[config.mk]
export PLATFORM = sky130hd
export DESIGN_NAME = energy_probe_seq
export DESIGN_NICKNAME = d
export VERILOG_FILES = /design/src/rtl/probe_seq_pkg.sv /design/src/rtl/probe_phase_ctrl.sv /design/src/rtl/probe_compare.sv /design/src/rtl/probe_cycle_counter.sv /design/src/rtl/energy_probe_seq.sv
export SDC_FILE = /design/constraint.sdc
export NUM_CORES = 1
export LEC_CHECK = 0
export BUFFER_PORTS_ARGS = -buffer_cell sky130_fd_sc_hd__buf_2
export CAP_MARGIN = 15
export CORE_MARGIN = 2
export CORE_UTILIZATION = 51
export DETAILED_ROUTE_END_ITERATION = 10
export GPL_ROUTABILITY_DRIVEN = 0
export PLACE_DENSITY_LB_ADDON = 0.25
export SYNTH_ARGS = -nofsm -noshare
export SYNTH_HDL_FRONTEND = slang
export SYNTH_SLANG_ARGS = --single-unit
[constraint.sdc]
create_clock -name clk -period 3.2 [get_ports clk]
set_clock_uncertainty 0.2 [all_clocks]
set_input_delay 0.64 -clock clk [delete_from_list [all_inputs] [get_ports clk]]
set_output_delay 0.64 -clock clk [all_outputs]
set_load 0.1 [all_outputs]
[src/rtl/probe_seq_pkg.sv]
package probe_seq_pkg;

  typedef enum logic [2:0] {
    PH_IDLE,
    PH_PWR_ON,
    PH_WAIT,
    PH_XFER,
    PH_PWR_OFF,
    PH_SUB,
    PH_BRANCH
  } phase_e;

endpackage

[src/rtl/probe_phase_ctrl.sv]
module probe_phase_ctrl
  import probe_seq_pkg::*;
#(
  parameter int CNT_W = 8
) (
  input  logic             clk,
  input  logic             rst,
  input  logic             probe_req,
  input  logic [CNT_W-1:0] on_cycles,
  input  logic [CNT_W-1:0] wait_cycles,
  input  logic [CNT_W-1:0] xfer_cycles,
  input  logic             adc_valid,
  output logic             accept,
  output logic             capture,
  output logic             sub_step,
  output logic             decide,
  output logic             busy,
  output logic             adc_pwr_en
);

  // True when the phase counter sits in the final cycle of a phase of
  // programmed length len, a zero length counting as one cycle.
  function automatic logic at_last(input logic [CNT_W-1:0] cnt,
                                   input logic [CNT_W-1:0] len);
    logic [CNT_W:0] need;
    need = (len == '0) ? (CNT_W+1)'(1) : {1'b0, len};
    return ({1'b0, cnt} + (CNT_W+1)'(1)) >= need;
  endfunction

  phase_e           phase_q;
  logic [CNT_W-1:0] cnt_q;
  logic [CNT_W-1:0] on_q, wait_q, xfer_q;
  logic             last_on, last_wait, last_xfer;

  assign last_on   = at_last(cnt_q, on_q);
  assign last_wait = at_last(cnt_q, wait_q);
  assign last_xfer = at_last(cnt_q, xfer_q);

  assign accept     = (phase_q == PH_IDLE) && probe_req;
  assign capture    = (phase_q == PH_WAIT) && last_wait && adc_valid;
  assign sub_step   = (phase_q == PH_SUB);
  assign decide     = (phase_q == PH_BRANCH);
  assign busy       = (phase_q != PH_IDLE);
  assign adc_pwr_en = (phase_q == PH_PWR_ON) || (phase_q == PH_WAIT) ||
                      (phase_q == PH_XFER);

  always_ff @(posedge clk) begin
    if (rst) begin
      phase_q <= PH_IDLE;
      cnt_q   <= '0;
      on_q    <= '0;
      wait_q  <= '0;
      xfer_q  <= '0;
    end else begin
      case (phase_q)
        PH_IDLE: begin
          if (probe_req) begin
            on_q    <= on_cycles;
            wait_q  <= wait_cycles;
            xfer_q  <= xfer_cycles;
            cnt_q   <= '0;
            phase_q <= PH_PWR_ON;
          end
        end
        PH_PWR_ON: begin
          if (last_on) begin
            cnt_q   <= '0;
            phase_q <= PH_WAIT;
          end else begin
            cnt_q <= cnt_q + CNT_W'(1);
          end
        end
        PH_WAIT: begin
          if (last_wait) begin
            if (adc_valid) begin
              cnt_q   <= '0;
              phase_q <= PH_XFER;
            end
          end else begin
            cnt_q <= cnt_q + CNT_W'(1);
          end
        end
        PH_XFER: begin
          if (last_xfer) begin
            cnt_q   <= '0;
            phase_q <= PH_PWR_OFF;
          end else begin
            cnt_q <= cnt_q + CNT_W'(1);
          end
        end
        PH_PWR_OFF: phase_q <= PH_SUB;
        PH_SUB:     phase_q <= PH_BRANCH;
        PH_BRANCH:  phase_q <= PH_IDLE;
        default:    phase_q <= PH_IDLE;
      endcase
    end
  end

endmodule

[src/rtl/probe_compare.sv]
module probe_compare #(
  parameter int DATA_W = 12
) (
  input  logic              clk,
  input  logic              rst,
  input  logic              accept,
  input  logic [DATA_W-1:0] threshold,
  input  logic              capture,
  input  logic [DATA_W-1:0] adc_data,
  input  logic              sub_step,
  input  logic              decide,
  output logic              done,
  output logic              ckpt_req,
  output logic              ret
);

  localparam int EXT_W = DATA_W + 1;

  // Sample minus threshold with one extra bit; the top bit is the borrow.
  function automatic logic [EXT_W-1:0] diff_ext(input logic [DATA_W-1:0] a,
                                                input logic [DATA_W-1:0] b);
    return {1'b0, a} - {1'b0, b};
  endfunction

  logic [DATA_W-1:0] sample_q, thr_q;
  logic [EXT_W-1:0]  diff_q;
  logic              borrow;

  always_ff @(posedge clk) begin
    if (rst) begin
      sample_q <= '0;
      thr_q    <= '0;
      diff_q   <= '0;
    end else begin
      if (accept)   thr_q    <= threshold;
      if (capture)  sample_q <= adc_data;
      if (sub_step) diff_q   <= diff_ext(sample_q, thr_q);
    end
  end

  assign borrow   = diff_q[EXT_W-1];
  assign done     = decide;
  assign ckpt_req = decide && borrow;
  assign ret      = decide && !borrow;

endmodule

[src/rtl/probe_cycle_counter.sv]
module probe_cycle_counter #(
  parameter int CYC_W = 16
) (
  input  logic             clk,
  input  logic             rst,
  input  logic             accept,
  input  logic             busy,
  output logic [CYC_W-1:0] count
);

  always_ff @(posedge clk) begin
    if (rst)         count <= '0;
    else if (accept) count <= '0;
    else if (busy)   count <= count + CYC_W'(1);
  end

endmodule

[src/rtl/energy_probe_seq.sv]
module energy_probe_seq #(
  parameter int DATA_W = 12,
  parameter int CNT_W  = 8,
  parameter int CYC_W  = 16
) (
  input  logic              clk,
  input  logic              rst,
  input  logic              probe_req,
  input  logic [CNT_W-1:0]  on_cycles,
  input  logic [CNT_W-1:0]  wait_cycles,
  input  logic [CNT_W-1:0]  xfer_cycles,
  input  logic [DATA_W-1:0] threshold,
  input  logic              adc_valid,
  input  logic [DATA_W-1:0] adc_data,
  output logic              adc_pwr_en,
  output logic              busy,
  output logic              done,
  output logic              ckpt_req,
  output logic              ret,
  output logic [CYC_W-1:0]  probe_cycles
);

  logic accept;
  logic capture;
  logic sub_step;
  logic decide;

  probe_phase_ctrl #(.CNT_W(CNT_W)) u_ctrl (
    .clk        (clk),
    .rst        (rst),
    .probe_req  (probe_req),
    .on_cycles  (on_cycles),
    .wait_cycles(wait_cycles),
    .xfer_cycles(xfer_cycles),
    .adc_valid  (adc_valid),
    .accept     (accept),
    .capture    (capture),
    .sub_step   (sub_step),
    .decide     (decide),
    .busy       (busy),
    .adc_pwr_en (adc_pwr_en)
  );

  probe_compare #(.DATA_W(DATA_W)) u_cmp (
    .clk      (clk),
    .rst      (rst),
    .accept   (accept),
    .threshold(threshold),
    .capture  (capture),
    .adc_data (adc_data),
    .sub_step (sub_step),
    .decide   (decide),
    .done     (done),
    .ckpt_req (ckpt_req),
    .ret      (ret)
  );

  probe_cycle_counter #(.CYC_W(CYC_W)) u_cnt (
    .clk   (clk),
    .rst   (rst),
    .accept(accept),
    .busy  (busy),
    .count (probe_cycles)
  );

endmodule

==> flow_metrics.env <==
export IMPL_tightestPinTransition_ps=542.5
export IMPL_peakVddDrop_uv=297.7
export IMPL_outcome="finished, final reports clean"
export IMPL_yosysSeqAreaShare_pct=38.10
export IMPL_numCtsBuffers=9
export IMPL_remaining_drc_errors=0
export IMPL_drt_iter0_drc=150
export IMPL_final_cells=666
export IMPL_power_leakage_uw=0.001993
export IMPL_grt_pass1_wl_um=15080
export IMPL_synth_nets=574
export IMPL_clock_sinks=76
export IMPL_finalHoldViolations=0
export IMPL_hpwl_um=6388
export IMPL_slew_violations=0
export IMPL_start_util_pct=52.23
export IMPL_synthDistinctLibCells=52
export IMPL_numPortBuffers=72
export IMPL_power_share_combinational_pct=36.1
export IMPL_period_minus_slack_ps=3110
export IMPL_first_pass_iters=4
export IMPL_insertion_delay_ps=350
export IMPL_synth_seq_cells=76
export IMPL_whs_ps=259.6
export IMPL_cp_start_kind="register"
export IMPL_crit_path_max_fanout=8
export IMPL_avgRoutedWirePerCell_um=13.26
export IMPL_p_switching_uw=1173
export IMPL_max_cap_violations=0
export IMPL_gr_usage_met2_pct=34.12
export IMPL_syn_avg_cell_area_sq_um=8.235
export IMPL_ctsHoldBuffers=0
export IMPL_grt_overflow=0
export IMPL_crit_type="register to register"
export IMPL_setup_viol=0
export IMPL_design_core_area_sq_um=7647
export IMPL_ant_nets=0
export IMPL_vias=3478
export IMPL_clk_pin_slew_worst_paths_ps=80
export IMPL_drt_wl_total_um=8828
export IMPL_power_frac_clock_pct=24.1
export IMPL_fp_dieArea_sq_um=8555
export IMPL_cts_tree="yes"
export IMPL_synthCells=485
export IMPL_antenna_found_initial=0
export IMPL_sw_frac_of_total_pct=40.75
export IMPL_clock_path_buffers=2
export IMPL_crit_required_ps=3250
export IMPL_grt_use_total_pct=21.43
export IMPL_layout_common_cells="nand2_1 (90), dfxtp_1 (76), buf_2 (72)"
export IMPL_cp_arrival_ps=3160
export IMPL_min_path_type="register to register"
export IMPL_grt_util_met3_pct=4.557
export IMPL_dp_cells=648
export IMPL_h_tree_depth=3
export IMPL_die_y_um=92.50
export IMPL_root_buffer="clkbuf_8"
export IMPL_grt_busiest_layer="met2"
export IMPL_grt_pass1_vias=3343
export IMPL_die_w_um=92.50
export IMPL_area_growth_pct=17.92
export IMPL_num_rows=32
export IMPL_grtUsageMet1_pct=29.25
export IMPL_power_density_nw_per_um2=611.3
export IMPL_grt_max_degree=48
export IMPL_min_period_over_period_pct=97.19
export IMPL_io_pins=73
export IMPL_drive_gt1_share_pct=22.52
export IMPL_synth_area_sq_um=3994
export IMPL_vias_per_cell=5.222
export IMPL_relSlewSlack_pct=63.74
export IMPL_layout_commonest_cell="nand2_1"
export IMPL_async_reset_ff_share_pct=0
export IMPL_synth_edf_count=0
export IMPL_ys_warn_count=0
export IMPL_clock_fmax_mhz=321.5
export IMPL_ys_flop_type="dfxtp_1"
export IMPL_final_nets=648
export IMPL_critPathCaptureType="register"
export IMPL_final_util_pct=61.58
export IMPL_power_frac_seq_pct=39.8
export IMPL_antenna_cells=0
export IMPL_intPower_uw=1706
## repair_timing
action | in CTS | in global routing
resized for setup | 0 | 8
buffers inserted | 0 | 2
endpoints found under the setup margin | 0 | 18
## flip-flops by register name (all words and copies together), names as in the netlist
register,count
u_cnt.count,16
u_cmp.sample_q,12
u_cmp.thr_q,12
u_ctrl.cnt_q,8
u_ctrl.on_q,8
u_ctrl.wait_q,8
u_ctrl.xfer_q,8
u_ctrl.phase_q,3
u_cmp.diff_q,1
## metrics by stage
step           setup TNS (ps)  total power, uW  cell area, sq um  setup slack (ps)
3_5_place_dp                0             2199              4469             56.57
4_1_cts                     0             2889              4652             44.52
2_1_floorplan               0             1969              4001             107.1
5_1_grt                -448.9             3088              4710            -63.53
6_report                    0             2879              4710             89.82
3_3_place_gp                0             2167              4469             188.6
## power by group through the flow
stage	clock network, uW	logic [uW]	registers (uW)
after global placement	0	1000	1160
after CTS	704	1040	1150
final	694	1040	1150
after detailed placement	0	1030	1170
after global routing	750	1170	1170
after floorplan	0	791	1180
## Yosys cell counts (all sizes together), types with 2 or more instances
master / instances / area (sq um)
a221o: 3 / 30.03
dfxtp: 76 / 1521
nor4: 4 / 25.02
a211oi: 5 / 47.54
o21ai: 10 / 50.05
nand3: 12 / 60.06
and3: 3 / 18.77
nor2b: 3 / 18.77
a41o: 3 / 30.03
a21o: 3 / 22.52
ha: 37 / 462.9
a22o: 4 / 38.79
mux2i: 12 / 120.1
xnor2: 12 / 105.1
a21oi: 49 / 245.2
nor3: 10 / 65.06
nand4: 6 / 37.54
or2: 2 / 12.51
and2: 3 / 18.77
xor2: 9 / 78.83
inv: 38 / 142.6
nand2: 90 / 337.8
nor2: 51 / 191.4
nand3b: 2 / 15.01
buf: 10 / 61.30
clkbuf: 10 / 38.78
## worst paths after layout
| kind | from | endpoint | depth (start not counted) | slack [ps] |
|---|---|---|---|---|
| setup reg to reg | u_ctrl.cnt_q[3]$_SDFFE_PP0P_ | u_ctrl.cnt_q[6]$_SDFFE_PP0P_ | 11 | 90 |
| hold reg to reg | u_ctrl.wait_q[3]$_SDFFE_PP0P_ | u_ctrl.wait_q[3]$_SDFFE_PP0P_ | 2 | 260 |
| hold / removal | u_ctrl.wait_q[3]$_SDFFE_PP0P_ | u_ctrl.wait_q[3]$_SDFFE_PP0P_ | 2 | 260 |
| setup / recovery | u_ctrl.cnt_q[3]$_SDFFE_PP0P_ | u_ctrl.cnt_q[6]$_SDFFE_PP0P_ | 11 | 90 |
## critical path, cell delays in order (launching register included)
cell	delay [ps]
dfxtp_1	420
and3_1	250
nand3_2	170
nor2_2	200
xor2_2	260
ha_1	300
o21ai_0	80
nor2_1	70
nor3_2	220
a2111oi_1	110
o31a_2	420
a221o_1	300
## cell families after synthesis
| kind of cell | Yosys count | share of synthesized area, % |
|---|---|---|
| xor gates and xnor gates | 21 | 4.605 |
| and+or+nand+nor | 191 | 21.24 |
| muxes | 13 | 3.290 |
| DFF | 76 | 38.10 |
| AOI/OAI and AO/OA | 89 | 15.10 |
| adders and majority gates | 37 | 11.59 |
| buffers and inverters | 58 | 6.077 |
## final cells by class
cell class                 count  area [sq um]
clock buffer                   9         123.9
clock inverter                 7         58.81
fill                         682          2938
inverter                      38         142.6
multi-input combinational    351          2280
sequential                    76          1521
tap                          102         127.6
timing repair buffer          83         455.4
## per-layer routing
| layer | share of wire (%) | vias to the layer above | wire length, um |
|---|---|---|---|
| met5 | 0 | - | 0 |
| met4 | 1.4 | 0 | 128 |
| met3 | 3.9 | 14 | 342 |
| met2 | 47 | 80 | 4151 |
| met1 | 48 | 1585 | 4206 |
| li1 | - | 1799 | - |
Power figures use the tool's default switching activity.
